===== src/rtl/rtc_pkg.sv =====
package rtc_pkg;

    localparam int REG_SEC    = 0;
    localparam int REG_MIN    = 1;
    localparam int REG_HOUR   = 2;
    localparam int REG_DAY    = 3;
    localparam int REG_MONTH  = 4;
    localparam int REG_YEAR   = 5;
    localparam int REG_RUN    = 6;
    localparam int REG_STATUS = 7;
    localparam int REG_OSC    = 8;
    localparam int REG_KEY0   = 9;
    localparam int REG_KEY1   = 10;
    localparam int REG_REV    = 11;

    typedef struct packed {
        logic [7:0] yr;
        logic [4:0] mon;
        logic [5:0] day;
        logic [5:0] hr;
        logic [6:0] min;
        logic [6:0] sec;
    } cal_t;

    typedef enum logic [1:0] {
        KEY_SHUT  = 2'd0,
        KEY_ARMED = 2'd1,
        KEY_OPEN  = 2'd2
    } key_state_e;

    // {carry, next}: wraps to 'first' once 'last' is reached
    function automatic logic [8:0] bcd_step(input logic [7:0] v,
                                            input logic [7:0] last,
                                            input logic [7:0] first);
        if (v >= last)
            return {1'b1, first};
        if (v[3:0] >= 4'd9)
            return {1'b0, v[7:4] + 4'd1, 4'd0};
        return {1'b0, v[7:4], v[3:0] + 4'd1};
    endfunction

    // BCD year divisible by four: even tens with 0/4/8, odd tens with 2/6
    function automatic logic leap_year(input logic [7:0] y);
        if (y[4] == 1'b0)
            return (y[3:0] == 4'd0) || (y[3:0] == 4'd4) || (y[3:0] == 4'd8);
        return (y[3:0] == 4'd2) || (y[3:0] == 4'd6);
    endfunction

    function automatic logic [7:0] month_last_day(input logic [4:0] m,
                                                  input logic [7:0] y);
        case ({3'b000, m})
            8'h02:                      return leap_year(y) ? 8'h29 : 8'h28;
            8'h04, 8'h06, 8'h09, 8'h11: return 8'h30;
            default:                    return 8'h31;
        endcase
    endfunction

endpackage


===== src/rtl/rtc_prescaler.sv =====
module rtc_prescaler #(
    parameter int PRESCALE = 32768,
    parameter int BUSY_LEN = 4
) (
    input  logic clk,
    input  logic rst_n,
    input  logic count_en,
    output logic sec_pulse,
    output logic busy
);
    localparam int CNT_W     = (PRESCALE > 2) ? $clog2(PRESCALE) : 1;
    localparam int LAST      = PRESCALE - 1;
    localparam int BUSY_FROM = PRESCALE - BUSY_LEN;

    logic [CNT_W-1:0] cnt_d, cnt_q;

    always_comb begin
        cnt_d = cnt_q;
        if (count_en)
            cnt_d = (cnt_q == CNT_W'(LAST)) ? '0 : cnt_q + CNT_W'(1);
    end

    always_ff @(posedge clk) begin
        if (!rst_n) cnt_q <= '0;
        else        cnt_q <= cnt_d;
    end

    assign sec_pulse = count_en && (cnt_q == CNT_W'(LAST));
    assign busy      = (cnt_q >= CNT_W'(BUSY_FROM));

endmodule


===== src/rtl/rtc_keylock.sv =====
module rtc_keylock
    import rtc_pkg::*;
#(
    parameter int                 DATA_W = 32,
    parameter logic [DATA_W-1:0]  KEY0   = '0,
    parameter logic [DATA_W-1:0]  KEY1   = '1
) (
    input  logic              clk,
    input  logic              rst_n,
    input  logic              key0_wr,
    input  logic              key1_wr,
    input  logic [DATA_W-1:0] wdata,
    output logic              open
);
    key_state_e st_d, st_q;

    always_comb begin
        st_d = st_q;
        if (key0_wr)
            st_d = (wdata == KEY0) ? KEY_ARMED : KEY_SHUT;
        else if (key1_wr)
            st_d = (wdata == KEY1 && st_q != KEY_SHUT) ? KEY_OPEN : KEY_SHUT;
    end

    always_ff @(posedge clk) begin
        if (!rst_n) st_q <= KEY_SHUT;
        else        st_q <= st_d;
    end

    assign open = (st_q == KEY_OPEN);

endmodule


===== src/rtl/rtc_calendar.sv =====
module rtc_calendar
    import rtc_pkg::*;
(
    input  logic       clk,
    input  logic       rst_n,
    input  logic       adv,
    input  logic       wr_en,
    input  logic [2:0] wr_field,
    input  logic [7:0] wr_val,
    output cal_t       cal
);
    cal_t cal_d, cal_q;
    logic [8:0] s_st, m_st, h_st, d_st, mo_st, y_st;

    always_comb begin
        cal_d = cal_q;
        s_st  = bcd_step({1'b0, cal_q.sec}, 8'h59, 8'h00);
        m_st  = bcd_step({1'b0, cal_q.min}, 8'h59, 8'h00);
        h_st  = bcd_step({2'b00, cal_q.hr}, 8'h23, 8'h00);
        d_st  = bcd_step({2'b00, cal_q.day},
                         month_last_day(cal_q.mon, cal_q.yr), 8'h01);
        mo_st = bcd_step({3'b000, cal_q.mon}, 8'h12, 8'h01);
        y_st  = bcd_step(cal_q.yr, 8'h99, 8'h00);
        if (wr_en) begin
            case (wr_field)
                3'd0:    cal_d.sec = wr_val[6:0];
                3'd1:    cal_d.min = wr_val[6:0];
                3'd2:    cal_d.hr  = wr_val[5:0];
                3'd3:    cal_d.day = wr_val[5:0];
                3'd4:    cal_d.mon = wr_val[4:0];
                3'd5:    cal_d.yr  = wr_val;
                default: ;
            endcase
        end else if (adv) begin
            cal_d.sec = s_st[6:0];
            if (s_st[8]) begin
                cal_d.min = m_st[6:0];
                if (m_st[8]) begin
                    cal_d.hr = h_st[5:0];
                    if (h_st[8]) begin
                        cal_d.day = d_st[5:0];
                        if (d_st[8]) begin
                            cal_d.mon = mo_st[4:0];
                            if (mo_st[8])
                                cal_d.yr = y_st[7:0];
                        end
                    end
                end
            end
        end
    end

    always_ff @(posedge clk) begin
        if (!rst_n) cal_q <= '0;
        else        cal_q <= cal_d;
    end

    assign cal = cal_q;

endmodule


===== src/rtl/bcd_rtc_core.sv =====
module bcd_rtc_core
    import rtc_pkg::*;
#(
    parameter int                PRESCALE  = 32768,
    parameter int                BUSY_LEN  = 4,
    parameter int                ADDR_W    = 4,
    parameter int                DATA_W    = 32,
    parameter logic [DATA_W-1:0] KEY0      = 32'h5AC3_0F91,
    parameter logic [DATA_W-1:0] KEY1      = 32'hE71B_6D24,
    parameter logic [2:0]        REV_MAJOR = 3'd2,
    parameter logic [4:0]        REV_MINOR = 5'd1
) (
    input  logic              clk,
    input  logic              rst_n,
    input  logic              clk32_en,
    input  logic              bus_wr,
    input  logic [ADDR_W-1:0] bus_addr,
    input  logic [DATA_W-1:0] bus_wdata,
    output logic [DATA_W-1:0] bus_rdata
);
    typedef struct packed {
        logic run;
        logic osc;
    } ctl_t;

    ctl_t ctl_d, ctl_q;
    cal_t cal_now;
    logic lock_open, busy, sec_pulse, count_en;
    logic time_addr, time_wr, key0_wr, key1_wr;
    int   addr_i;

    assign addr_i    = int'(bus_addr);
    assign time_addr = (addr_i <= REG_YEAR);
    assign key0_wr   = bus_wr && (addr_i == REG_KEY0);
    assign key1_wr   = bus_wr && (addr_i == REG_KEY1);
    assign time_wr   = bus_wr && lock_open && time_addr && !busy;
    assign count_en  = clk32_en && ctl_q.run && ctl_q.osc;

    rtc_keylock #(.DATA_W(DATA_W), .KEY0(KEY0), .KEY1(KEY1)) u_lock (
        .clk(clk), .rst_n(rst_n), .key0_wr(key0_wr), .key1_wr(key1_wr),
        .wdata(bus_wdata), .open(lock_open)
    );

    rtc_prescaler #(.PRESCALE(PRESCALE), .BUSY_LEN(BUSY_LEN)) u_presc (
        .clk(clk), .rst_n(rst_n), .count_en(count_en),
        .sec_pulse(sec_pulse), .busy(busy)
    );

    rtc_calendar u_cal (
        .clk(clk), .rst_n(rst_n), .adv(sec_pulse), .wr_en(time_wr),
        .wr_field(bus_addr[2:0]), .wr_val(bus_wdata[7:0]), .cal(cal_now)
    );

    always_comb begin
        ctl_d = ctl_q;
        if (bus_wr && lock_open) begin
            if (addr_i == REG_RUN) ctl_d.run = bus_wdata[0];
            if (addr_i == REG_OSC) ctl_d.osc = bus_wdata[0];
        end
    end

    always_ff @(posedge clk) begin
        if (!rst_n) ctl_q <= '0;
        else        ctl_q <= ctl_d;
    end

    always_comb begin
        bus_rdata = '0;
        case (addr_i)
            REG_SEC:    bus_rdata = DATA_W'(cal_now.sec);
            REG_MIN:    bus_rdata = DATA_W'(cal_now.min);
            REG_HOUR:   bus_rdata = DATA_W'(cal_now.hr);
            REG_DAY:    bus_rdata = DATA_W'(cal_now.day);
            REG_MONTH:  bus_rdata = DATA_W'(cal_now.mon);
            REG_YEAR:   bus_rdata = DATA_W'(cal_now.yr);
            REG_RUN:    bus_rdata = DATA_W'(ctl_q.run);
            REG_STATUS: bus_rdata = DATA_W'(busy);
            REG_OSC:    bus_rdata = DATA_W'(ctl_q.osc);
            REG_REV:    bus_rdata = DATA_W'({REV_MAJOR, 3'b000, REV_MINOR});
            default:    bus_rdata = '0;
        endcase
    end

endmodule


===== config.mk =====
export PLATFORM = sky130hd
export DESIGN_NAME = bcd_rtc_core
export DESIGN_NICKNAME = d
export VERILOG_FILES = /design/src/rtl/rtc_pkg.sv /design/src/rtl/rtc_prescaler.sv /design/src/rtl/rtc_keylock.sv /design/src/rtl/rtc_calendar.sv /design/src/rtl/bcd_rtc_core.sv
export SDC_FILE = /design/constraint.sdc
export NUM_CORES = 1
export LEC_CHECK = 0
export ABC_AREA = 0
export BUFFER_PORTS_ARGS = -buffer_cell sky130_fd_sc_hd__buf_2
export CORE_MARGIN = 2
export CORE_UTILIZATION = 39
export DETAILED_ROUTE_END_ITERATION = 6
export PLACE_DENSITY = 0.55
export RECOVER_POWER = 50
export SLEW_MARGIN = 20
export SYNTH_ARGS = -nofsm -noshare
export SYNTH_HDL_FRONTEND = slang
export SYNTH_HIERARCHICAL = 1
export SYNTH_SLANG_ARGS = --single-unit

===== constraint.sdc =====
create_clock -name clk -period 7.1 [get_ports clk]
set_input_delay 0.71 -clock clk [delete_from_list [all_inputs] [get_ports clk]]
set_output_delay 0.71 -clock clk [all_outputs]
set_load 0.02 [all_outputs]

# --- After elaboration in Yosys (flattened, before gate mapping) ---
# Cells that the tools add are included.
word_totals:
  reg_bits: 58
  latch_bits: 0
  ram_bits: 0
  romBits: 0
  out_inout_bits: 32
  word_cells: 193
  memories: 0
classes:
  add_sub_neg: 13
  multipliers: 0
  n_div: 0
  magnitude_cmp: 14
  eq_ne: 37
  shift: 0
  muxes: 68
  bitwise: 0
  n_reduce_logical: 45
ops:
  columns: ["cell", "n"]
  rows:
  - ["$mux W9", 20]
  - ["$pmux W10 S10", 1]
  - ["$mux W39", 2]
  - ["$mux W8", 6]
  - ["$eq A32 B31 Y1 const B", 1]
  - ["$eq A32 B32 Y1 const B", 1]
  - ["$logic_not A32 Y1", 1]
  - ["$mux W32", 1]
  - ["$add A4 B1 Y4 const B", 7]
  - ["$eq A4 B4 Y1 const B", 7]
  - ["$mux W1", 25]
  - ["$mux W25", 1]
  - ["$eq A4 B3 Y1 const B", 6]
  - ["$ge A4 B4 Y1 const B", 6]
  - ["$mux W19", 1]
  - ["$reduce_bool A3 Y1", 6]
  - ["$pmux W8 S2", 1]
  - ["$reduce_bool A2 Y1", 8]
  - ["$add A15 B1 Y15 const B", 1]
  - ["$eq A15 B15 Y1 const B", 1]
  - ["$ge A15 B15 Y1 const B", 1]
  - ["$mux W15", 1]
  - ["$ge A7 B7 Y1 const B", 2]
  - ["$mux W7", 2]
  - ["other kinds (36)", 68]

# --- Longest topological paths before layout ---
depth:
  word_depth: 19
  ltp_mapped: 14
  mapped_depth_nobuf: 13

# --- Modules after synthesis ---
# The synthesis kept the hierarchy.
modules_own_cells:
  columns: ["mod", "n_inst", "cells_per_inst", "area_per_inst_um2", "seq_area_each_um2"]
  rows:
  - ["rtc_calendar", 1, 353, 2931.6, 780.7]
  - ["bcd_rtc_core", 1, 102, 747.0, 40.0]
  - ["rtc_prescaler", 1, 84, 716.9, 300.3]
  - ["rtc_keylock", 1, 25, 242.7, 40.0]

# --- Worst setup path after synthesis ---
# OpenSTA, ideal clock, no wires.
synth_timing:
  path_kind: "input port to flip-flop"
  start: "input port clk32_en"
  end: "register u_cal.cal_q, in the netlist u_cal/cal[34]"
  setup_ns: 0.119
  arrival_ns: 3.022
  t_required_ns: 6.981
  path_slack_ns: 3.960
  stages: 10
  n_path_buf: 1
  cell_sequence: "and3_1 nand3_1 or4_1 clkbuf_2 nor2_1 a21o_1 o41a_1 nand2_1 or3_4 o221a_2"
synth_via:
  elab_chain_len: 5
synth_lines:
  columns: ["item", "line", "source"]
  rows:
  - ["start, declared", "bcd_rtc_core.sv:15", "input logic clk32_en,"]
  - ["$logic_and A1 B1 Y1 (2 in series)", "bcd_rtc_core.sv:37", "assign count_en = clk32_en && ctl_q.run && ctl_q.osc;"]
  - ["$logic_and A1 B1 Y1", "rtc_prescaler.sv:28", "assign sec_pulse = count_en && (cnt_q == CNT_W'(LAST));"]
  - ["named net sec_pulse", "bcd_rtc_core.sv:28", "logic lock_open, busy, sec_pulse, count_en;"]
  - ["$reduce_bool A2 Y1 (no line)", null, null]
  - ["$reduce_and A7 Y1 (no line)", null, null]
  - ["end signal, assigned", "rtc_calendar.sv:55", "else cal_q <= cal_d;"]
  - ["end, declared", "rtc_calendar.sv:12", "cal_t cal_d, cal_q;"]
# The timed path passes the listed nets, and every way through them passes these cells.
# A chain may end at the register's enable or synchronous reset.

# --- Worst setup path after layout ---
layout_timing:
  start: "input port bus_addr[2]"
  end: "register u_cal.cal_q, in the netlist u_cal/cal[34]"
layout_via:
  elab_chain_len: 5
  elab_cells_between_ends: 13
  cone_classes: "order compare: 1; eq/ne: 2; mux: 1; reduce/logical: 9"
layout_lines:
  columns: ["item", "line", "source"]
  rows:
  - ["start, declared", "bcd_rtc_core.sv:17", "input logic [ADDR_W-1:0] bus_addr,"]
  - ["$le A4 B3 Y1 (*)", "bcd_rtc_core.sv:33", "assign time_addr = (addr_i <= REG_YEAR);"]
  - ["$logic_and A1 B1 Y1 (*) (2 in series)", "bcd_rtc_core.sv:36", "assign time_wr = bus_wr && lock_open && time_addr && !busy;"]
  - ["named net time_wr", "bcd_rtc_core.sv:29", "logic time_addr, time_wr, key0_wr, key1_wr;"]
  - ["$ne A2 B1 Y1 (no line) or $reduce_bool A2 Y1 (tied branches)", null, null]
  - ["$reduce_and A7 Y1 (no line)", null, null]
# Mark *: on every way through the listed nets, which the timed path passes. The rest lies on a longest branch.

==> qor.csv <==
stage,metric,value,unit
final_layout,Reg area,1160,sq um
die,Initial Utilization,0.403,
sta,RSZ-0062 raised after global routing,false,
sta,post-route setup slack,2.94,ns
synth,mux cell area share after synthesis,0.0361,
placement,port buffer count,48,
route,router iterations before antenna repair,7,
clock_tree,Post-CTS Setup Bufs,0,
critical_path,CP max FO,24,
outcome,failing checks,design-rule violations,
clock_tree,post-cts hold buffer count,0,
critical_path,critical path depth,9,
synth,Synth Area in Adders,0.0944,
synth,"Primary FF master, synth",dfxtp_1,
worst_hold_path,hold crit path type,reg2reg,
placement,routability congestion estimate from global placement,0.899,
final_layout,# fillers,1152,
pwr,Tot Pwr,850,uW
critical_path,CP cell instances,"clkbuf_1, and2_0, nor4_1, clkbuf_1, nor2_1, a31oi_1, nand3_1, or3_4, o221a_2",
synth,"Seq/Total Area, Yosys",0.250,
sta,fmax,240,MHz
sta,clk_skew,0.00837,ns
synth,Synth cell types,89,
die,Die Ht,113,microns
clock_tree,Max Root-Sink Buffers,2,
pwr,Leak Pwr,0.00200,uW
die,die area,12800,sq um
clock_tree,CTS tree,built,
final_layout,most frequent cells in the layout,"dfxtp_1 (58), nor2_1 (43), buf_2 (39)",
die,Ports,72,
sta,setup TNS,0,ns
placement,post-DP HPWL,10.3,mm
placement,worst slack at placement,3.52,ns
route,Vias,4522,
global_routing,initial antenna violation count,0,
clock_tree,post-cts repair resize count,0,
route,vias per cell,6.00,
critical_path,crit path from,bus_addr[2],
critical_path,Worst path slowest cell,a31oi_1,
global_routing,first-pass GRT wire length,22.1,mm
clock_tree,worst skew pair latency,0.34,ns
critical_path,sum of buffers and inverters on the critical path,2,
clock_tree,"CTS clk-pin slew, worst paths",0.05,ns
route,drt total wl,14.0,mm
critical_path,arrival time at the worst endpoint,4.39,ns
synth,synth warn,6,
route,final antenna-violating net count,0,
global_routing,largest net degree at the start of global routing,31,
clock_tree,CTS Sinks,58,
clock_tree,Clk Tree Root Cell,clkbuf_16,
synth,synthesized instance count,564,
pwr,cell area power density,164,nW/um^2
pwr,Peak VDD IR,0.0907,mV
synth,largest family of logic cells by synthesized area,simple AND/OR/NAND/NOR gates,
synth,post-synthesis xor/xnor area fraction,0.0245,
worst_hold_path,Hold Path Cell Cnt,2,
die,Die X,113,microns
critical_path,Crit. End Element,register,
critical_path,worst r2r src,u_presc/cnt_q[6],
global_routing,grt total ovfl,0,
route,post-route DRC violation count,3,
critical_path,worst-case reg-to-reg path depth,9,
critical_path,CP required,7.33,ns
final_layout,Layout Utilization,0.450,
critical_path,Setup CP Type,in2reg,
outcome,status,finished with violations,
synth,simple-gate share of the synthesized area,0.270,
die,Core Area,11500,sq um
sta,final slew viol count,0,
global_routing,vias in the first global route,4254,
sta,# setup viols final,0,
critical_path,Crit path largest cell delay,0.69,ns
synth,Async SR Flop Fraction,0,
final_layout,Area Overhead vs Synth,11.6,%
synth,top cell type's share of synthesized area,0.250,
sta,Tightest Pin Transition,1.10,ns
final_layout,most common library cell in the layout ignoring fill and taps,dfxtp_1,
final_layout,share of cells above drive strength 1,0.131,
global_routing,Tot GR Track Use,0.220,
route,Initial DRC Count,316,
clock_tree,H-tree level count,3,
critical_path,CP Launch Type,input pin,
synth,Compound-Gate Fraction of Synth Area,0.241,
synth,Post-synth EDFFs,0,
critical_path,"most used cell, CP",clkbuf_1,
final_layout,NumNets Final,681,
die,row count,39,
sta,Fin. Hold Viols,0,
sta,crit share post-route,0.586,
route,drt wl/cell,18.5,microns
final_layout,antenna cells,0,
synth,Netlist Area Pre-Place,4640,sq um
synth,mean post-synth cell area,8.22,sq um
sta,Tmin final,4.16,ns
sta,Rel. slew slack,0.264,
clock_tree,cts bufs inserted,9,
worst_hold_path,hold_sp,u_presc/cnt_q[14],
critical_path,Worst path top cell family by delay,simple AND/OR/NAND/NOR gates,
synth,Seq cells post-synth,58,
final_layout,Multi-input gate area,3160,sq um
run,max-cap viol count,0,
synth,Synth area leaders,"dfxtp_1 (25%), ha_1 (9.4%), buf_4 (3.7%)",
synth,top cell type by total area after synthesis,dfxtp_1,
## layout make-up
class,instances,share of cell area
Tap cell,143,0.0346
Timing Repair Buffer,50,0.0464
Clock inverter,7,0.0181
Inverter,31,0.0225
Clock buffer,9,0.0435
Multi-Input combinational cell,456,0.611
Sequential cell,58,0.224
## metal layers
metal | GRT usage | up-vias | share of wire
met4 | 0.101 | 0 | 0.030
met1 | 0.292 | 2136 | 0.45
met3 | 0.0359 | 28 | 0.062
li1 | - | 2190 | -
met2 | 0.352 | 168 | 0.46
met5 | 0 | - | 0
## state kept, by name, indices dropped and copies added, names as in the netlist
| signal | count |
|---|---|
| ctl_q | 2 |
| u_cal/cal | 39 |
| u_lock/st_q | 2 |
| u_presc/cnt_q | 15 |
## final timing paths
path	end	slack, ns
max reg2reg	u_cal/cal[34]	3.40
min reg2reg	u_presc/cnt_q[14]	0.52
max	u_cal/cal[34]	2.94
min	u_presc/cnt_q[14]	0.52
## cell families (layout without fill, tap and decap cells)
family / count (synthesis) / in the layout
other: 1 / 23
buffers and inverters: 72 / 97
AND/OR/NAND/NOR: 215 / 215
flip-flops: 58 / 58
AO/OA/AOI/OAI: 155 / 155
adder cells (fa/ha/maj): 35 / 35
multiplexers: 15 / 15
XOR/XNOR: 13 / 13
## metrics by stage
step	area [sq um]	instances	hold WS [ns]
6_report	5180	754	0.523
5_1_grt	5180	754	0.549
4_1_cts	5220	754	0.502
3_5_place_dp	4900	738	0.491
3_3_place_gp	4900	738	0.471
2_1_floorplan	4720	586	0.457
## worst min-delay path, delay by kind of cell, from the launching register on
kind / cells / cell delay [ns]
flip-flops: 1 / 0.32
AO/OA/AOI/OAI: 2 / 0.15
## cells in the mapped netlist (8+ instances only)
cell,instances
a211oi_1,9
a21oi_1,24
a31oi_1,14
and3_1,8
buf_4,23
dfxtp_1,58
ha_1,35
inv_1,30
mux2i_1,10
nand2_1,34
nand3_1,16
nand4_1,8
nor2_1,43
nor2b_1,13
nor3_1,16
nor4_1,11
o21ai_0,26
xnor2_1,8
## power by group
part           leakage (uW)  internal (uW)  total (uW)   switching [uW]
Combinational       0.00138           14.9        52.7             37.8
Clock              0.000151            306         471              165
Sequential         0.000467            326         326  0.0000000000890
Note: power is estimated with default switching activity, not from simulation.
